[src/rtl/hcg_pkg.sv]
package hcg_pkg;

  localparam int ERR_W = 8;

  // register byte offsets
  localparam int OFF_INTR_STATE = 'h00;
  localparam int OFF_INTR_EN    = 'h04;
  localparam int OFF_INTR_TEST  = 'h08;
  localparam int OFF_CFG        = 'h10;
  localparam int OFF_CMD        = 'h14;

  // bit positions
  localparam int BIT_IRQ_ERR = 2;
  localparam int BIT_START   = 0;
  localparam int BIT_STOP    = 2;
  localparam int BIT_CONT    = 3;

  typedef enum logic [ERR_W-1:0] {
    ERR_NONE       = 8'h00,
    ERR_START_OFF  = 8'h02,
    ERR_KEY_BUSY   = 8'h03,
    ERR_START_BUSY = 8'h04,
    ERR_PUSH       = 8'h05,
    ERR_BAD_CFG    = 8'h06
  } err_code_e;

  typedef struct packed {
    logic [2:0] key_len;  // bits [10:8], 0 = none
    logic [1:0] digest;   // bits [5:4],  0 = none
    logic       sha_en;   // bit 1
    logic       hmac_en;  // bit 0
  } cfg_t;

endpackage

[src/rtl/hcg_cfg_reg.sv]
module hcg_cfg_reg
  import hcg_pkg::*;
#(
  parameter int DATA_W = 32
) (
  input  logic              clk_i,
  input  logic              rst_ni,
  input  logic              wr_i,
  input  logic [DATA_W-1:0] wdata_i,
  input  logic              active_i,
  output cfg_t              cfg_o
);

  cfg_t cfg_q, cfg_d;
  logic cfg_en;

  assign cfg_en = wr_i && !active_i;

  always_comb begin
    cfg_d = cfg_q;
    if (cfg_en) begin
      cfg_d.hmac_en = wdata_i[0];
      cfg_d.sha_en  = wdata_i[1];
      cfg_d.digest  = wdata_i[5:4];
      cfg_d.key_len = wdata_i[10:8];
    end
  end

  always_ff @(posedge clk_i or negedge rst_ni) begin
    if (!rst_ni) cfg_q <= '0;
    else if (cfg_en) cfg_q <= cfg_d;
  end

  assign cfg_o = cfg_q;

  logic unused_wdata;
  assign unused_wdata = ^{wdata_i[DATA_W-1:11], wdata_i[7:6], wdata_i[3:2]};


  cfg_hold_chk: assert property (@(posedge clk_i) disable iff (!rst_ni)
    (wr_i && active_i) |=> $stable(cfg_q));

endmodule

[src/rtl/hcg_rules.sv]
module hcg_rules
  import hcg_pkg::*;
#(
  parameter int ADDR_W    = 8,
  parameter int DATA_W    = 32,
  parameter int KEY_WORDS = 8,
  parameter int KEY_BASE  = 'h24,
  localparam int KIDX_W   = (KEY_WORDS > 1) ? $clog2(KEY_WORDS) : 1
) (
  input  logic              we_i,
  input  logic [ADDR_W-1:0] addr_i,
  input  logic [DATA_W-1:0] wdata_i,
  input  logic              push_i,
  input  cfg_t              cfg_i,
  input  logic              active_i,
  input  logic              closing_i,
  output logic              start_go_o,
  output logic              stop_go_o,
  output logic              cont_go_o,
  output logic              cfg_wr_o,
  output logic              key_go_o,
  output logic [KIDX_W-1:0] key_idx_o,
  output logic              push_go_o,
  output logic              irq_clr_o,
  output logic              irq_test_o,
  output logic              irq_en_we_o,
  output logic              err_set_o,
  output err_code_e         err_code_o
);

  localparam logic [ADDR_W-1:0] KEY_LO = ADDR_W'(KEY_BASE);

  logic              cmd_wr, start_req, stop_req, cont_req;
  logic              key_hit, key_req;
  logic [ADDR_W-1:0] key_off;
  logic              bad_cfg, reg_err, push_err;
  err_code_e         reg_code;

  assign cmd_wr    = we_i && (addr_i == ADDR_W'(OFF_CMD));
  assign start_req = cmd_wr && wdata_i[BIT_START];
  assign stop_req  = cmd_wr && !wdata_i[BIT_START] && wdata_i[BIT_STOP];
  assign cont_req  = cmd_wr && !wdata_i[BIT_START] && !wdata_i[BIT_STOP]
                     && wdata_i[BIT_CONT];

  assign key_off = addr_i - KEY_LO;
  assign key_hit = (addr_i >= KEY_LO) && (key_off[1:0] == 2'b00)
                   && ({2'b00, key_off[ADDR_W-1:2]} < ADDR_W'(KEY_WORDS));
  assign key_req   = we_i && key_hit;
  assign key_idx_o = key_off[KIDX_W+1:2];

  assign cfg_wr_o    = we_i && (addr_i == ADDR_W'(OFF_CFG));
  assign irq_clr_o   = we_i && (addr_i == ADDR_W'(OFF_INTR_STATE)) && wdata_i[BIT_IRQ_ERR];
  assign irq_test_o  = we_i && (addr_i == ADDR_W'(OFF_INTR_TEST)) && wdata_i[BIT_IRQ_ERR];
  assign irq_en_we_o = we_i && (addr_i == ADDR_W'(OFF_INTR_EN));

  assign bad_cfg = (cfg_i.hmac_en && (cfg_i.key_len == 3'd0)) || (cfg_i.digest == 2'd0);

  always_comb begin
    reg_err  = 1'b0;
    reg_code = ERR_NONE;
    if (start_req) begin
      if (!cfg_i.sha_en) begin
        reg_err = 1'b1; reg_code = ERR_START_OFF;
      end else if (active_i) begin
        reg_err = 1'b1; reg_code = ERR_START_BUSY;
      end else if (bad_cfg) begin
        reg_err = 1'b1; reg_code = ERR_BAD_CFG;
      end
    end else if (key_req && active_i) begin
      reg_err = 1'b1; reg_code = ERR_KEY_BUSY;
    end
  end

  assign start_go_o = start_req && !reg_err;
  assign stop_go_o  = stop_req && active_i;
  assign cont_go_o  = cont_req && active_i;
  assign key_go_o   = key_req && !active_i;

  assign push_go_o = push_i && cfg_i.sha_en && active_i && !closing_i;
  assign push_err  = push_i && !push_go_o;

  assign err_set_o  = reg_err || push_err;
  assign err_code_o = reg_err ? reg_code : (push_err ? ERR_PUSH : ERR_NONE);

  logic unused_wdata;
  assign unused_wdata = ^{wdata_i[DATA_W-1:4], wdata_i[1]};

endmodule

[src/rtl/hcg_engine.sv]
module hcg_engine (
  input  logic clk_i,
  input  logic rst_ni,
  input  logic start_go_i,
  input  logic stop_go_i,
  input  logic cont_go_i,
  input  logic done_i,
  output logic active_o,
  output logic closing_o
);

  logic active_q, active_d, closing_q, closing_d;

  always_comb begin
    active_d  = active_q;
    closing_d = closing_q;
    if (start_go_i) begin
      active_d  = 1'b1;
      closing_d = 1'b0;
    end else if (done_i) begin
      active_d  = 1'b0;
      closing_d = 1'b0;
    end else if (stop_go_i) begin
      closing_d = 1'b1;
    end else if (cont_go_i) begin
      closing_d = 1'b0;
    end
  end

  always_ff @(posedge clk_i or negedge rst_ni) begin
    if (!rst_ni) begin
      active_q  <= 1'b0;
      closing_q <= 1'b0;
    end else begin
      active_q  <= active_d;
      closing_q <= closing_d;
    end
  end

  assign active_o  = active_q;
  assign closing_o = closing_q;


  start_act_chk: assert property (@(posedge clk_i) disable iff (!rst_ni)
    start_go_i |=> active_q);


  done_idle_chk: assert property (@(posedge clk_i) disable iff (!rst_ni)
    (done_i && !start_go_i) |=> !active_q);


  closing_in_act_chk: assert property (@(posedge clk_i) disable iff (!rst_ni)
    closing_q |-> active_q);

endmodule

[src/rtl/hcg_irq.sv]
module hcg_irq
  import hcg_pkg::*;
(
  input  logic      clk_i,
  input  logic      rst_ni,
  input  logic      err_set_i,
  input  err_code_e err_code_i,
  input  logic      clr_i,
  input  logic      test_i,
  input  logic      en_we_i,
  input  logic      en_wdata_i,
  output logic [ERR_W-1:0] code_o,
  output logic      state_o,
  output logic      en_o,
  output logic      intr_o
);

  logic [ERR_W-1:0] code_q, code_d;
  logic state_q, state_d, en_q, en_d;

  always_comb begin
    state_d = (state_q && !clr_i) || err_set_i || test_i;
    code_d  = err_set_i ? err_code_i : code_q;
    en_d    = en_we_i ? en_wdata_i : en_q;
  end

  always_ff @(posedge clk_i or negedge rst_ni) begin
    if (!rst_ni) begin
      code_q  <= '0;
      state_q <= 1'b0;
      en_q    <= 1'b0;
    end else begin
      state_q <= state_d;
      if (err_set_i) code_q <= code_d;
      if (en_we_i)   en_q   <= en_d;
    end
  end

  assign code_o  = code_q;
  assign state_o = state_q;
  assign en_o    = en_q;
  assign intr_o  = state_q && en_q;


  err_sets_state_chk: assert property (@(posedge clk_i) disable iff (!rst_ni)
    err_set_i |=> state_q);


  code_latch_chk: assert property (@(posedge clk_i) disable iff (!rst_ni)
    err_set_i |=> (code_q == $past(err_code_i)));


  clr_drops_chk: assert property (@(posedge clk_i) disable iff (!rst_ni)
    (clr_i && !err_set_i && !test_i) |=> !state_q);

endmodule

[src/rtl/hash_cmd_guard.sv]
module hash_cmd_guard
  import hcg_pkg::*;
#(
  parameter int ADDR_W    = 8,
  parameter int DATA_W    = 32,
  parameter int KEY_WORDS = 8,
  parameter int KEY_BASE  = 'h24,
  localparam int KIDX_W   = (KEY_WORDS > 1) ? $clog2(KEY_WORDS) : 1
) (
  input  logic              clk_i,
  input  logic              rst_ni,
  input  logic              reg_we_i,
  input  logic [ADDR_W-1:0] reg_addr_i,
  input  logic [DATA_W-1:0] reg_wdata_i,
  input  logic              push_i,
  input  logic [DATA_W-1:0] push_data_i,
  input  logic              done_i,
  output logic              fifo_push_o,
  output logic [DATA_W-1:0] fifo_data_o,
  output logic              key_we_o,
  output logic [KIDX_W-1:0] key_idx_o,
  output logic              active_o,
  output logic [15:0]       cfg_o,
  output logic [ERR_W-1:0]  err_code_o,
  output logic              intr_state_o,
  output logic              intr_enable_o,
  output logic              intr_o
);

  cfg_t      cfg;
  logic      active, closing;
  logic      start_go, stop_go, cont_go, cfg_wr, push_go;
  logic      irq_clr, irq_test, irq_en_we, err_set;
  err_code_e err_code;

  hcg_rules #(
    .ADDR_W(ADDR_W), .DATA_W(DATA_W), .KEY_WORDS(KEY_WORDS), .KEY_BASE(KEY_BASE)
  ) rules_i (
    .we_i(reg_we_i), .addr_i(reg_addr_i), .wdata_i(reg_wdata_i),
    .push_i(push_i), .cfg_i(cfg), .active_i(active), .closing_i(closing),
    .start_go_o(start_go), .stop_go_o(stop_go), .cont_go_o(cont_go),
    .cfg_wr_o(cfg_wr), .key_go_o(key_we_o), .key_idx_o(key_idx_o),
    .push_go_o(push_go), .irq_clr_o(irq_clr), .irq_test_o(irq_test),
    .irq_en_we_o(irq_en_we), .err_set_o(err_set), .err_code_o(err_code)
  );

  hcg_cfg_reg #(.DATA_W(DATA_W)) cfg_i (
    .clk_i(clk_i), .rst_ni(rst_ni), .wr_i(cfg_wr), .wdata_i(reg_wdata_i),
    .active_i(active), .cfg_o(cfg)
  );

  hcg_engine eng_i (
    .clk_i(clk_i), .rst_ni(rst_ni), .start_go_i(start_go), .stop_go_i(stop_go),
    .cont_go_i(cont_go), .done_i(done_i), .active_o(active), .closing_o(closing)
  );

  hcg_irq irq_i (
    .clk_i(clk_i), .rst_ni(rst_ni), .err_set_i(err_set), .err_code_i(err_code),
    .clr_i(irq_clr), .test_i(irq_test), .en_we_i(irq_en_we),
    .en_wdata_i(reg_wdata_i[BIT_IRQ_ERR]), .code_o(err_code_o),
    .state_o(intr_state_o), .en_o(intr_enable_o), .intr_o(intr_o)
  );

  assign fifo_push_o = push_go;
  assign fifo_data_o = push_data_i;
  assign active_o    = active;
  assign cfg_o       = {5'b0, cfg.key_len, 2'b0, cfg.digest, 2'b0, cfg.sha_en, cfg.hmac_en};


  key_idle_only_chk: assert property (@(posedge clk_i) disable iff (!rst_ni)
    key_we_o |-> !active_o);


  push_act_only_chk: assert property (@(posedge clk_i) disable iff (!rst_ni)
    fifo_push_o |-> (active_o && cfg_o[1]));


  rejected_start_chk: assert property (@(posedge clk_i) disable iff (!rst_ni)
    (reg_we_i && reg_addr_i == ADDR_W'(OFF_CMD) && reg_wdata_i[BIT_START]
     && !active_o && !cfg_o[1]) |=> !active_o);

endmodule

[config.mk]
export PLATFORM = sky130hd
export DESIGN_NAME = hash_cmd_guard
export DESIGN_NICKNAME = d
export VERILOG_FILES = /design/src/rtl/hcg_pkg.sv /design/src/rtl/hcg_cfg_reg.sv /design/src/rtl/hcg_rules.sv /design/src/rtl/hcg_engine.sv /design/src/rtl/hcg_irq.sv /design/src/rtl/hash_cmd_guard.sv
export SDC_FILE = /design/constraint.sdc
export NUM_CORES = 1
export LEC_CHECK = 0
export BUFFER_PORTS_ARGS = -buffer_cell sky130_fd_sc_hd__buf_2
export CAP_MARGIN = 20
export CORE_MARGIN = 5
export CORE_UTILIZATION = 30
export CTS_CLUSTER_DIAMETER = 80
export DETAILED_ROUTE_END_ITERATION = 7
export PLACE_DENSITY = 0.87
export SLEW_MARGIN = 25
export SYNTH_ARGS = -nofsm -noshare
export SYNTH_HDL_FRONTEND = slang
export SYNTH_SLANG_ARGS = --single-unit
export TNS_END_PERCENT = 1
[constraint.sdc]
create_clock -name clk_i -period 1.9 [get_ports clk_i]
set_input_delay 0.285 -clock clk_i [delete_from_list [all_inputs] [get_ports clk_i]]
set_output_delay 0.285 -clock clk_i [all_outputs]
set_load 0.1 [all_outputs]
==> results of run 1 <==
-- path summary, 6_finish.rpt --
| kind | slack (ns) | start | to | cells after the start |
|---|---|---|---|---|
| min in group asynchronous | 0.46 | rst_ni | cfg_i.cfg_o[1] | 2 |
| max in group asynchronous | 1.21 | rst_ni | cfg_i.cfg_o[0] | 2 |
| min reg2reg | 0.53 | cfg_i.cfg_o[3] | cfg_i.cfg_o[3] | 1 |
| min | 0.22 | done_i | eng_i.closing_o | 2 |
| max | -0.07 | reg_addr_i[7] | key_we_o | 7 |
| max reg2reg | 0.17 | cfg_i.cfg_o[0] | irq_i.code_o[2] | 4 |
-- kinds of logic (layout without fill, tap and decap cells) --
group | after synthesis | after routing | synth area share [%]
xor gates and xnor gates | 1 | 1 | 0.7401
and+or+nand+nor | 28 | 28 | 14.38
buffers and inverters | 57 | 66 | 32.77
AOI/OAI and AO/OA | 16 | 16 | 10.36
other | 1 | 14 | 0.3168
adders and majority gates | 4 | 4 | 4.228
DFF | 14 | 14 | 29.60
muxes | 8 | 8 | 7.611
-- area by class of cell --
cell class,instances,area (um^2)
clock buffers,4,55.05
fillers,383,2311
inverters,9,37.54
multi-input cells,71,574.3
flip-flops and latches,14,350.3
well taps,48,60.06
repair buffers,53,355.3
-- routing by layer --
metal / wire length, um / share of wire [%] / vias up
li1: - / - / 424
met1: 1015 / 41 / 426
met2: 1208 / 49 / 52
met3: 253 / 10 / 2
met4: 5 / 0.20 / 0
met5: 0 / 0 / -
-- registers in the layout, summed over array words and instances (netlist names) --
signal           count
irq_i.code_o         3
eng_i.closing_o      1
cfg_i.cfg_o          7
irq_i.state_o        1
irq_i.en_o           1
eng_i.active_o       1
-- power breakdown --
part	total [uW]	leakage [uW]	internal, uW	switching (uW)
Combinational	363	0.000488	74.5	288
Clock	284	0.0000288	183	100
Sequential	312	0.000179	306	6.10
-- through the flow --
step / area [um^2] / instances / hold WS (ns) / worst slack [ns] / total power [uW]
2_1_floorplan: 1272 / 142 / -0.01059 / -0.5925 / 925.3
3_3_place_gp: 1306 / 193 / 0.1916 / -0.3466 / 667.4
3_5_place_dp: 1306 / 193 / 0.1942 / -0.3591 / 669.9
5_1_grt: 1433 / 199 / 0.2132 / -0.1193 / 1001
6_report: 1433 / 199 / 0.2199 / -0.06993 / 959.2
4_1_cts: 1426 / 199 / 0.2113 / -0.06983 / 968.9
-- repair_timing --
action / CTS / global route
endpoints found under the setup margin: 2 / 3
resized for setup: 8 / 1
pin swaps: 3 / 0
buffers inserted: 1 / 0
hold buffers: 1 / 0
hold endpoints to repair: 14 / 0
-- critical path: cells and delay by family --
| kind | cells | cell delay [ns] |
|---|---|---|
| AO/OA/AOI/OAI | 1 | 0.23 |
| AND/OR/NAND/NOR | 3 | 0.75 |
| buffers and inverters | 3 | 0.42 |
-- layout by cell type, fill, tap and decap left out, drive strengths merged, types with 2 or more instances in the layout --
cell,Yosys,final
nand2,5,5
ha,4,4
mux2,8,8
o211ai,2,2
o21ai,4,4
nor4b,2,2
nand3b,2,2
clkbuf,2,4
buf,46,52
dfrtp,14,14
nor2,5,5
a21bo,2,2
a2111oi,2,2
nor4,4,4
inv,9,8
conb,1,14
nand2b,2,2
a21oi,2,2
==> impl_summary.txt, run 1 <==
----------------------------------------------------
[STA]
  Max-slew violation count ... 0
  Unrepaired setup endpoints after global routing ... yes
  Post-route setup TNS ... -0.06993 ns
  Final Setup Violations ... 1
  Fmax ... 507.6 MHz
  Minimum period implied by the final worst setup slack ... between 1.5 and 2 ns
  Least-Margin Pin Slew ... between 0.7 and 0.8 ns
  Fin. Hold Viols ... 0
  Post-Route Skew ... 0.0008119 ns
  Setup WS post-layout ... -0.06993 ns
  Max transition margin ... 47.79%
  Share of the clock period used by the worst path ... 103.7%

[Routing]
  Via count normalized by instance count ... 4.543
  Total wire length after detailed routing ... approximately 2500 um
  Number of violations reported at the end of detailed-routing iteration 0 ... 12
  Routed length per placed instance ... 12.47 um
  DRT Pass-1 Iters ... 4
  Post-route DRC violation count ... 0
  Count of nets left with antenna violations after detail routing ... 0
  Via Count ... between 900 and 1000

[Pwr]
  Pwr/cell area ... 669.6 nW/um^2
  Largest vdd supply drop ... 0.0006060 V
  Static leakage ... between 0.0006 and 0.0007 uW

[Global routing]
  Congestion Overflow GR ... 0
  Number of global-route vias before repair ... between 800 and 900
  Grt peak-use layer ... met2
  Antenna violations before repair ... 0
  Maximum number of pins on one net before global-route repair ... 15
  Global-route wire length before repair ... 3767 um
  GR met3 Demand/Resource ... 4.132%
  Fraction of met1 tracks used by global routing ... 10.74%
  Global router's overall resource usage ... 8.912%
  Met2 track utilization from global routing ... 14.53%

[Final layout]
  Post-Route Utilization ... approximately two fifths
  Area Growth Syn to Fin ... 21.04%
  Net total in the final layout ... 233
  Layout cell share with drive strength beyond 1 ... 53.64%
  Total inserted antenna cells ... 0

[Synthesis]
  Fraction of synthesized cell area taken by the top area cell type ... 29.60%
  Proportion of synthesized chip area in sequential cells ... 29.60%
  EDFF count, synth ... 0
  Most used standard cell by instance count after synthesis ... sky130_fd_sc_hd__buf_4
  Cells after Synth ... 129
  Total standard cell area after synthesis ... 1184 um^2
  Post-synthesis average cell area ... approximately 9.2 um^2
  Prevailing post-synth register cell ... sky130_fd_sc_hd__dfrtp_1
  Commonest cells in the synthesized netlist ... sky130_fd_sc_hd__buf_4, sky130_fd_sc_hd__dfrtp_1, sky130_fd_sc_hd__inv_1
  Flip-flop and latch count after synthesis ... 14
  Cell types occupying the most area after synthesis ... sky130_fd_sc_hd__dfrtp_1, sky130_fd_sc_hd__buf_4, sky130_fd_sc_hd__mux2_2
  Number of synthesis warnings ... 0
  Ys async rst share ... 100.0%
  Count of different cell masters after synthesis ... 34
  Synth area leader ... sky130_fd_sc_hd__dfrtp_1

[Run]
  Number of violations of the max-capacitance limit ... 0

[Clocking]
  CTS tree ... yes
  Clock buffers created by TritonCTS ... 3
  Clock latency on the worst-skew pair ... 0.24 ns
  Number of buffers on the longest clock path ... 2
  Level count of the clock H-tree ... 1
  Clock Tree Root ... sky130_fd_sc_hd__clkbuf_8
  Clk sink count ... 14
  Clock transition at the registers of the reported paths ... 0.06 ns

[Placement]
  Half-perimeter wire length after placement ... 2006 um
  Final weighted congestion of routability-driven global placement ... 0.9041
  # port buffers ... 40

[Critical path]
  WP data required ... 1.62 ns
  Ordered cell list for the critical path ... buf_6 -> or4b_4 -> buf_6 -> a2111oi_4 -> nor2_2 -> nor2_4 -> buf_12
  Master of the slowest instance on the critical path ... sky130_fd_sc_hd__or4b_4
  CP max FO ... 3
  Cell with the most instances on the worst path ... sky130_fd_sc_hd__buf_6
  Slowest Stage Delay on Critical Path ... 0.56 ns
  Kind of start point of the critical path ... input port
  CP arrival ... 1.68 ns
  Crit. End Element ... primary output
  Worst Setup Path Type ... in2out

[Floorplanning]
  Area of the core ... 3744 um^2
  Die Y ... 72.81 um
  Die footprint ... 5301 um^2
  Top-Level Pins ... 142
  Floorplan die width ... ~73 um
  Row cnt ... 22
  Initial core utilization ... 31.62%

[Outcome]
  Violations in the final reports ... setup timing
  Outcome ... finished, violations left

[Hold path]
  Hold Crit Class ... in2reg

----------------------------------------------------
No activity file was read; power rests on OpenSTA's default activity.
==> run 2: changes to the inputs <==
SKIP_LAST_GASP = 1   (was not set)
==> run 2 against run 1 <==
Effect of this change: the run still ends with setup timing left; count of clock-buffer cells in the layout stayed put; setup slack worse by 0.0046 ns; sequential cell count stayed put; global-route usage hardly changed; final area is 0.87% lower; via count is 2.5% lower; critical path type unchanged; highest routed layer unchanged.
==> impl_summary.txt, run 2 (synthesized netlist as in run 1, its figures left out) <==
----------------------------------------------------
[Outcome]
  Outcome ... finished, violations left
  Violations in the final reports ... setup timing

[Pwr]
  Largest vdd supply drop ... 0.0006123 V (+1.0%)
  Static leakage ... 0.0006932 uW (-0.32%)
  Pwr/cell area ... 675.0 nW/um^2 (+0.81%)

[Placement]
  Post-place setup slack ... -0.3591 ns (unchanged)
  # port buffers ... 40 (unchanged)
  Final weighted congestion of routability-driven global placement ... 0.9041 (unchanged)
  Half-perimeter wire length after placement ... 2006 um (unchanged)
  Number of cells after detailed placement ... 193 (unchanged)

[Run]
  Number of violations of the max-capacitance limit ... 0 (unchanged)

[Final layout]
  Layout filler cell count ... 379 (-1.0%)
  Area Growth Syn to Fin ... 19.98%
  Layout cell share with drive strength beyond 1 ... 52.98% (-0.66 points)
  Highest-count cells in the layout ignoring fill and taps ... sky130_fd_sc_hd__buf_2, sky130_fd_sc_hd__conb_1, sky130_fd_sc_hd__dfrtp_1
  Number of flip-flops under the largest register name ... 7 (unchanged)
  Total area of multi-input combinational cells ... 568.0 um^2 (-1.1%)
  Seq. cell area ... 350.3 um^2 (unchanged)
  Total inserted antenna cells ... 0 (unchanged)
  Leading cell type in the layout, fill and taps excluded ... sky130_fd_sc_hd__buf_2
  Net total in the final layout ... 233 (unchanged)
  Post-Route Utilization ... 37.93% (-0.33 points)
  Post-Layout Cell Count ... 199 (unchanged)

[STA]
  Post-route setup TNS ... -0.07451 ns (-0.004582 ns)
  Final Setup Violations ... 1 (unchanged)
  Least-Margin Pin Slew ... 0.7716 ns (-0.0007211 ns)
  Max transition margin ... 47.84% (+0.049 points)
  Minimum period implied by the final worst setup slack ... 1.975 ns (+0.004582 ns)
  Post-Route Skew ... 0.001297 ns (+0.0004851 ns)
  Max-slew violation count ... 0 (unchanged)
  Setup WS post-layout ... -0.07451 ns (-0.004582 ns)
  Unrepaired setup endpoints after global routing ... yes
  Share of the clock period used by the worst path ... 103.9% (+0.24 points)
  Worst hold margin ... 0.2188 ns (-0.001111 ns)
  Fin. Hold Viols ... 0 (unchanged)
  Fmax ... 506.5 MHz (-0.23%)

[Clocking]
  Clk sink count ... 14 (unchanged)
  Number of buffers on the longest clock path ... 2 (unchanged)
  CTS tree ... yes
  Clock transition at the registers of the reported paths ... 0.06 ns (about the same)
  Clock latency on the worst-skew pair ... 0.24 ns (about the same)
  Clock Tree Root ... sky130_fd_sc_hd__clkbuf_8
  Level count of the clock H-tree ... 1 (unchanged)
  Clock buffers created by TritonCTS ... 3 (unchanged)

[Floorplanning]
  Die footprint ... 5301 um^2 (unchanged)
  Die Y ... 72.81 um (unchanged)
  Initial core utilization ... 31.62% (unchanged)
  Floorplan die width ... 72.81 um (unchanged)
  Top-Level Pins ... 142 (unchanged)
  Area of the core ... 3744 um^2 (unchanged)
  Row cnt ... 22 (unchanged)

[Global routing]
  Global router's overall resource usage ... 8.941% (+0.028 points)
  Global-route wire length before repair ... 3781 um (+0.37%)
  Number of global-route vias before repair ... 863 (+0.23%)
  Maximum number of pins on one net before global-route repair ... 15 (unchanged)
  Antenna violations before repair ... 0 (unchanged)
  Congestion Overflow GR ... 0 (unchanged)

[Routing]
  Total wire length after detailed routing ... 2432 um (-2.0%)
  Via Count ... 881 (-2.5%)
  Number of violations reported at the end of detailed-routing iteration 0 ... 14 (+2)
  DRT Pass-1 Iters ... 2 (-2)
  Post-route DRC violation count ... 0 (unchanged)
  Count of nets left with antenna violations after detail routing ... 0 (unchanged)
  Via count normalized by instance count ... 4.427 (-2.5%)
  Routed length per placed instance ... 12.22 um (-2.0%)

[Critical path]
  Kind of start point of the critical path ... input port
  Stages on the worst setup path ... 7 (unchanged)
  Worst Setup Path Type ... in2out
  Crit. End Element ... primary output
  Worst reg2reg startpoint ... cfg_i.cfg_o[0]
  Cells on worst reg2reg path ... 4 (unchanged)
  Cell family with the largest share of critical-path delay ... simple AND/OR/NAND/NOR gates
  CP max FO ... 3 (unchanged)
  Worst path buffer plus inverter count ... 3 (unchanged)
  Slowest Stage Delay on Critical Path ... 0.56 ns (about the same)
  Ordered cell list for the critical path ... buf_2 -> or4b_4 -> buf_6 -> a2111oi_4 -> nor2_2 -> nor2_4 -> buf_12
  CP arrival ... 1.69 ns (about the same)
  Master of the slowest instance on the critical path ... sky130_fd_sc_hd__or4b_4
  WP data required ... 1.62 ns (about the same)
  Register-to-register setup slack ... 0.17 ns (about the same)
  FF-to-FF End ... irq_i.code_o[2]

[Hold path]
  Hold Crit Class ... in2reg
  Cell depth of the worst min-delay path ... 2 (unchanged)
  Hold_sp ... done_i
  Sink of the worst hold path ... eng_i.closing_o

----------------------------------------------------
-- run 2: cell count changes in the layout (fill, tap and decap cells not counted) --
cell,previous run,this run
sky130_fd_sc_hd__nor4_1,3,4
sky130_fd_sc_hd__buf_2,36,37
sky130_fd_sc_hd__nor4_2,1,0
sky130_fd_sc_hd__buf_6,2,1
-- run 2: worst reg2reg max path, stage by stage, from the launching register on --
cell and delay (ns):
sky130_fd_sc_hd__dfrtp_1 0.39, sky130_fd_sc_hd__nor4b_1 0.17, sky130_fd_sc_hd__nor4b_1 0.65, sky130_fd_sc_hd__o21ai_2 0.14, sky130_fd_sc_hd__o221a_2 0.27
-- run 2: what timing repair did --
| item | in CTS | in global routing |
|---|---|---|
| gates resized for setup | 7 | 0 |
| hold endpoints to repair | 14 | 0 |
| setup endpoints to repair | 2 | 7 |
| pin swaps | 3 | 0 |
| buffers inserted | 1 | 0 |
| hold buffers | 1 | 0 |
-- run 2: worst max path at each step --
stage                to  slack [ns]          start
2_1_floorplan  key_we_o       -0.59  reg_addr_i[2]
3_3_place_gp   key_we_o       -0.35  reg_addr_i[7]
3_5_place_dp   key_we_o       -0.36  reg_addr_i[7]
4_1_cts        key_we_o       -0.08  reg_addr_i[7]
5_1_grt        key_we_o       -0.13  reg_addr_i[7]
6_report       key_we_o       -0.07  reg_addr_i[7]
-- run 2: routing by layer --
layer	vias up	wire, um	GRT usage (%)
li1	421	-	-
met1	417	1015	10.82
met2	41	1187	14.53
met3	2	224	4.132
met4	0	5	1.844
met5	-	0	0
-- run 2: through the flow --
stage                     area [um^2]  total power [uW]
after CTS                        1420             967.7
after global placement           1306             667.4
after floorplan                  1272             925.3
final                            1420             958.6
after detailed placement         1306             669.9
after global routing             1420             999.3
-- run 2: layout make-up --
type                            instances  area share [%]
Sequential cell                        14           24.67
Tap cell                               48           4.229
Clock buffer                            4           3.877
Multi-Input combinational cell         71           40.00
Timing Repair Buffer                   53           24.58
Inverter                                9           2.643
-- run 2: where the power goes --
part / total, uW / internal (uW) / switching (uW)
Sequential: 312 / 306 / 6.12
Combinational: 361 / 73.2 / 287
Clock: 286 / 183 / 102
Total: 959 / 563 / 396
==> run 3: changes to the inputs <==
ABC_CLOCK_PERIOD_IN_PS = 1900   (was not set)
PLACE_DENSITY = 0.78   (was 0.87)
==> run 3 against run 2 <==
Effect of this change: the run still ends with setup timing left; first-iteration DRC count up 14%; via count is 0.34% lower; global-route usage is 0.63 points higher; clock skew about the same; total power rose by 0.14%; final area up 0.97%; cell count up 0.50%; sequential cell count is the same; maximum frequency decreased by 1.5%.
==> impl_summary.txt, run 3 (synthesized netlist as in run 1, its figures left out) <==
----------------------------------------------------
[Final layout]
  Total area of multi-input combinational cells ... 568.0 um^2 (unchanged)
  Layout filler cell count ... 384 (+1.3%)
  Net total in the final layout ... 234 (+0.43%)
  Seq. cell area ... 350.3 um^2 (unchanged)
  Final standard cell area without fillers ... 1434 um^2 (+0.97%)
  Area Growth Syn to Fin ... 21.14%
  Total inserted antenna cells ... 0 (unchanged)
  Leading cell type in the layout, fill and taps excluded ... sky130_fd_sc_hd__buf_2
  Layout cell share with drive strength beyond 1 ... 53.29% (+0.31 points)
  Post-Layout Cell Count ... 200 (+0.50%)
  Number of flip-flops under the largest register name ... 7 (unchanged)
  Highest-count cells in the layout ignoring fill and taps ... sky130_fd_sc_hd__buf_2, sky130_fd_sc_hd__conb_1, sky130_fd_sc_hd__dfrtp_1
  Post-Route Utilization ... 38.30% (+0.37 points)

[Routing]
  Count of nets left with antenna violations after detail routing ... 0 (unchanged)
  Total wire length after detailed routing ... 2584 um (+6.3%)
  DRT Pass-1 Iters ... 4 (+2)
  Via count normalized by instance count ... 4.390 (-0.84%)
  Number of violations reported at the end of detailed-routing iteration 0 ... 16 (+2)
  Routed length per placed instance ... 12.92 um (+5.7%)
  Post-route DRC violation count ... 0 (unchanged)
  Via Count ... 878 (-0.34%)

[Clocking]
  Clock Tree Root ... sky130_fd_sc_hd__clkbuf_8
  Level count of the clock H-tree ... 1 (unchanged)
  Clock latency on the worst-skew pair ... 0.24 ns (about the same)
  Number of buffers on the longest clock path ... 2 (unchanged)
  Clk sink count ... 14 (unchanged)
  Clock transition at the registers of the reported paths ... 0.06 ns (about the same)
  Clock buffers created by TritonCTS ... 3 (unchanged)
  CTS tree ... yes

[Critical path]
  Ordered cell list for the critical path ... buf_6 -> or4b_4 -> buf_6 -> a2111oi_4 -> nor2_2 -> nor2_4 -> buf_12
  Register-to-register setup slack ... 0.19 ns (+0.02 ns)
  CP max FO ... 4 (+1)
  Master of the slowest instance on the critical path ... sky130_fd_sc_hd__or4b_4
  Worst path buffer plus inverter count ... 3 (unchanged)
  Cell with the most instances on the worst path ... sky130_fd_sc_hd__buf_6
  Kind of start point of the critical path ... input port
  Crit. End Element ... primary output
  Worst Setup Path Type ... in2out
  Slowest Stage Delay on Critical Path ... 0.57 ns (about the same)
  Worst reg2reg startpoint ... cfg_i.cfg_o[0]
  CP arrival ... 1.72 ns (+0.03 ns)
  FF-to-FF End ... irq_i.code_o[2]
  Cells on worst reg2reg path ... 4 (unchanged)
  WP data required ... 1.62 ns (about the same)
  Cell family with the largest share of critical-path delay ... simple AND/OR/NAND/NOR gates

[Floorplanning]
  Die Y ... 72.81 um (unchanged)
  Top-Level Pins ... 142 (unchanged)
  Initial core utilization ... 31.62% (unchanged)
  Die footprint ... 5301 um^2 (unchanged)
  Floorplan die width ... 72.81 um (unchanged)
  Row cnt ... 22 (unchanged)
  Area of the core ... 3744 um^2 (unchanged)

[STA]
  Final Setup Violations ... 1 (unchanged)
  Max-slew violation count ... 0 (unchanged)
  Unrepaired setup endpoints after global routing ... yes
  Minimum period implied by the final worst setup slack ... 2.005 ns (+0.03040 ns)
  Max transition margin ... 50.34% (+2.5 points)
  Share of the clock period used by the worst path ... 105.5% (+1.6 points)
  Fmax ... 498.8 MHz (-1.5%)
  Setup WS post-layout ... -0.1049 ns (-0.03040 ns)
  Fin. Hold Viols ... 0 (unchanged)
  Least-Margin Pin Slew ... 0.7345 ns (-0.03706 ns)
  Post-Route Skew ... 0.001417 ns (+0.0001206 ns)

[Placement]
  Number of cells after detailed placement ... 193 (unchanged)
  Post-placement cell area ... 1306 um^2 (unchanged)
  Post-place setup slack ... -0.3756 ns (-0.01652 ns)
  Half-perimeter wire length after placement ... 2057 um (+2.5%)
  # port buffers ... 40 (unchanged)
  Final weighted congestion of routability-driven global placement ... 0.8627 (-4.6%)

[Global routing]
  Number of global-route vias before repair ... 913 (+5.8%)
  Maximum number of pins on one net before global-route repair ... 15 (unchanged)
  Global router's overall resource usage ... 9.573% (+0.63 points)
  Global-route wire length before repair ... 4008 um (+6.0%)
  Congestion Overflow GR ... 0 (unchanged)
  Antenna violations before repair ... 0 (unchanged)

[Run]
  Number of violations of the max-capacitance limit ... 0 (unchanged)

[Pwr]
  Internal power ... 563.2 uW (about the same)
  Sequential power share ... 32.6% (about the same)
  Share of power burned in the clock network ... 29.7% (about the same)
  Power spent charging and discharging nets ... 396.7 uW (+0.28%)
  Pwr/cell area ... 669.5 nW/um^2 (-0.82%)
  Sw frac ... 41.33% (+0.056 points)
  Largest vdd supply drop ... 0.0003760 V (-39%)
  Relative contribution of combinational cells to total power ... 37.7% (about the same)
  Static leakage ... 0.0007014 uW (+1.2%)

[Outcome]
  Outcome ... finished, violations left
  Violations in the final reports ... setup timing

[Hold path]
  Sink of the worst hold path ... eng_i.closing_o
  Cell depth of the worst min-delay path ... 2 (unchanged)
  Hold_sp ... done_i
  Hold Crit Class ... in2reg

----------------------------------------------------
run 3: worst max path at each step:
stage,startpoint,end,slack [ns],cells past startpoint
floorplan,reg_addr_i[2],key_we_o,-0.59,6
global placement,reg_addr_i[7],key_we_o,-0.36,7
detailed placement,reg_addr_i[7],key_we_o,-0.38,7
CTS,reg_addr_i[0],key_we_o,-0.1,7
global route,reg_addr_i[0],key_we_o,-0.16,7
finish,reg_addr_i[0],key_we_o,-0.10,7
run 3: what timing repair did:
item                                   in CTS  in global routing
setup endpoints to repair                   2                  4
hold buffers                                1                  0
gates cloned                                0                  0
pin swaps                                   5                  0
gates resized for setup                     8                  0
setup buffers                               2                  0
endpoints found under the hold margin      14                  0
run 3: power by group through the flow:
stage	Sequential [uW]	Clock, uW	Combinational [uW]
detailed placement	318	0	352
finish	313	285	362
floorplan	376	0	550
global placement	318	0	349
CTS	313	298	363
global route	314	313	376
run 3: area by class of cell:
type / count / share of cell area (%)
clock buffers: 4 / 3.839
repair buffers: 54 / 25.31
inverters: 9 / 2.618
multi-input cells: 71 / 39.62
well taps: 48 / 4.188
flip-flops and latches: 14 / 24.43
run 3: metal layers:
metal  global-route usage [%]  vias up  routed length, um
met3                    2.342        0                187
met2                    15.83       36               1291
met1                    11.84      417               1105
met4                    3.893        0                  0
li1                         -      425                  -
met5                        0        -                  0
run 3: worst register-to-register path, cell delays in order, from the launching register on:
cell                      delay (ns)
sky130_fd_sc_hd__dfrtp_1        0.40
sky130_fd_sc_hd__nor4b_1        0.17
sky130_fd_sc_hd__nor4b_1        0.62
sky130_fd_sc_hd__o21ai_2        0.14
sky130_fd_sc_hd__o221a_2        0.27
run 3: metrics by stage:
step / power (uW) / TNS [ns] / hold slack, ns
final: 959.9 / -0.1049 / 0.2152
after global routing: 1003 / -0.1845 / 0.2140
after CTS: 974.3 / -0.09820 / 0.2078
after detailed placement: 670.2 / -2.091 / 0.1966
after global placement: 666.8 / -1.623 / 0.1947
after floorplan: 925.3 / -2.449 / -0.01059
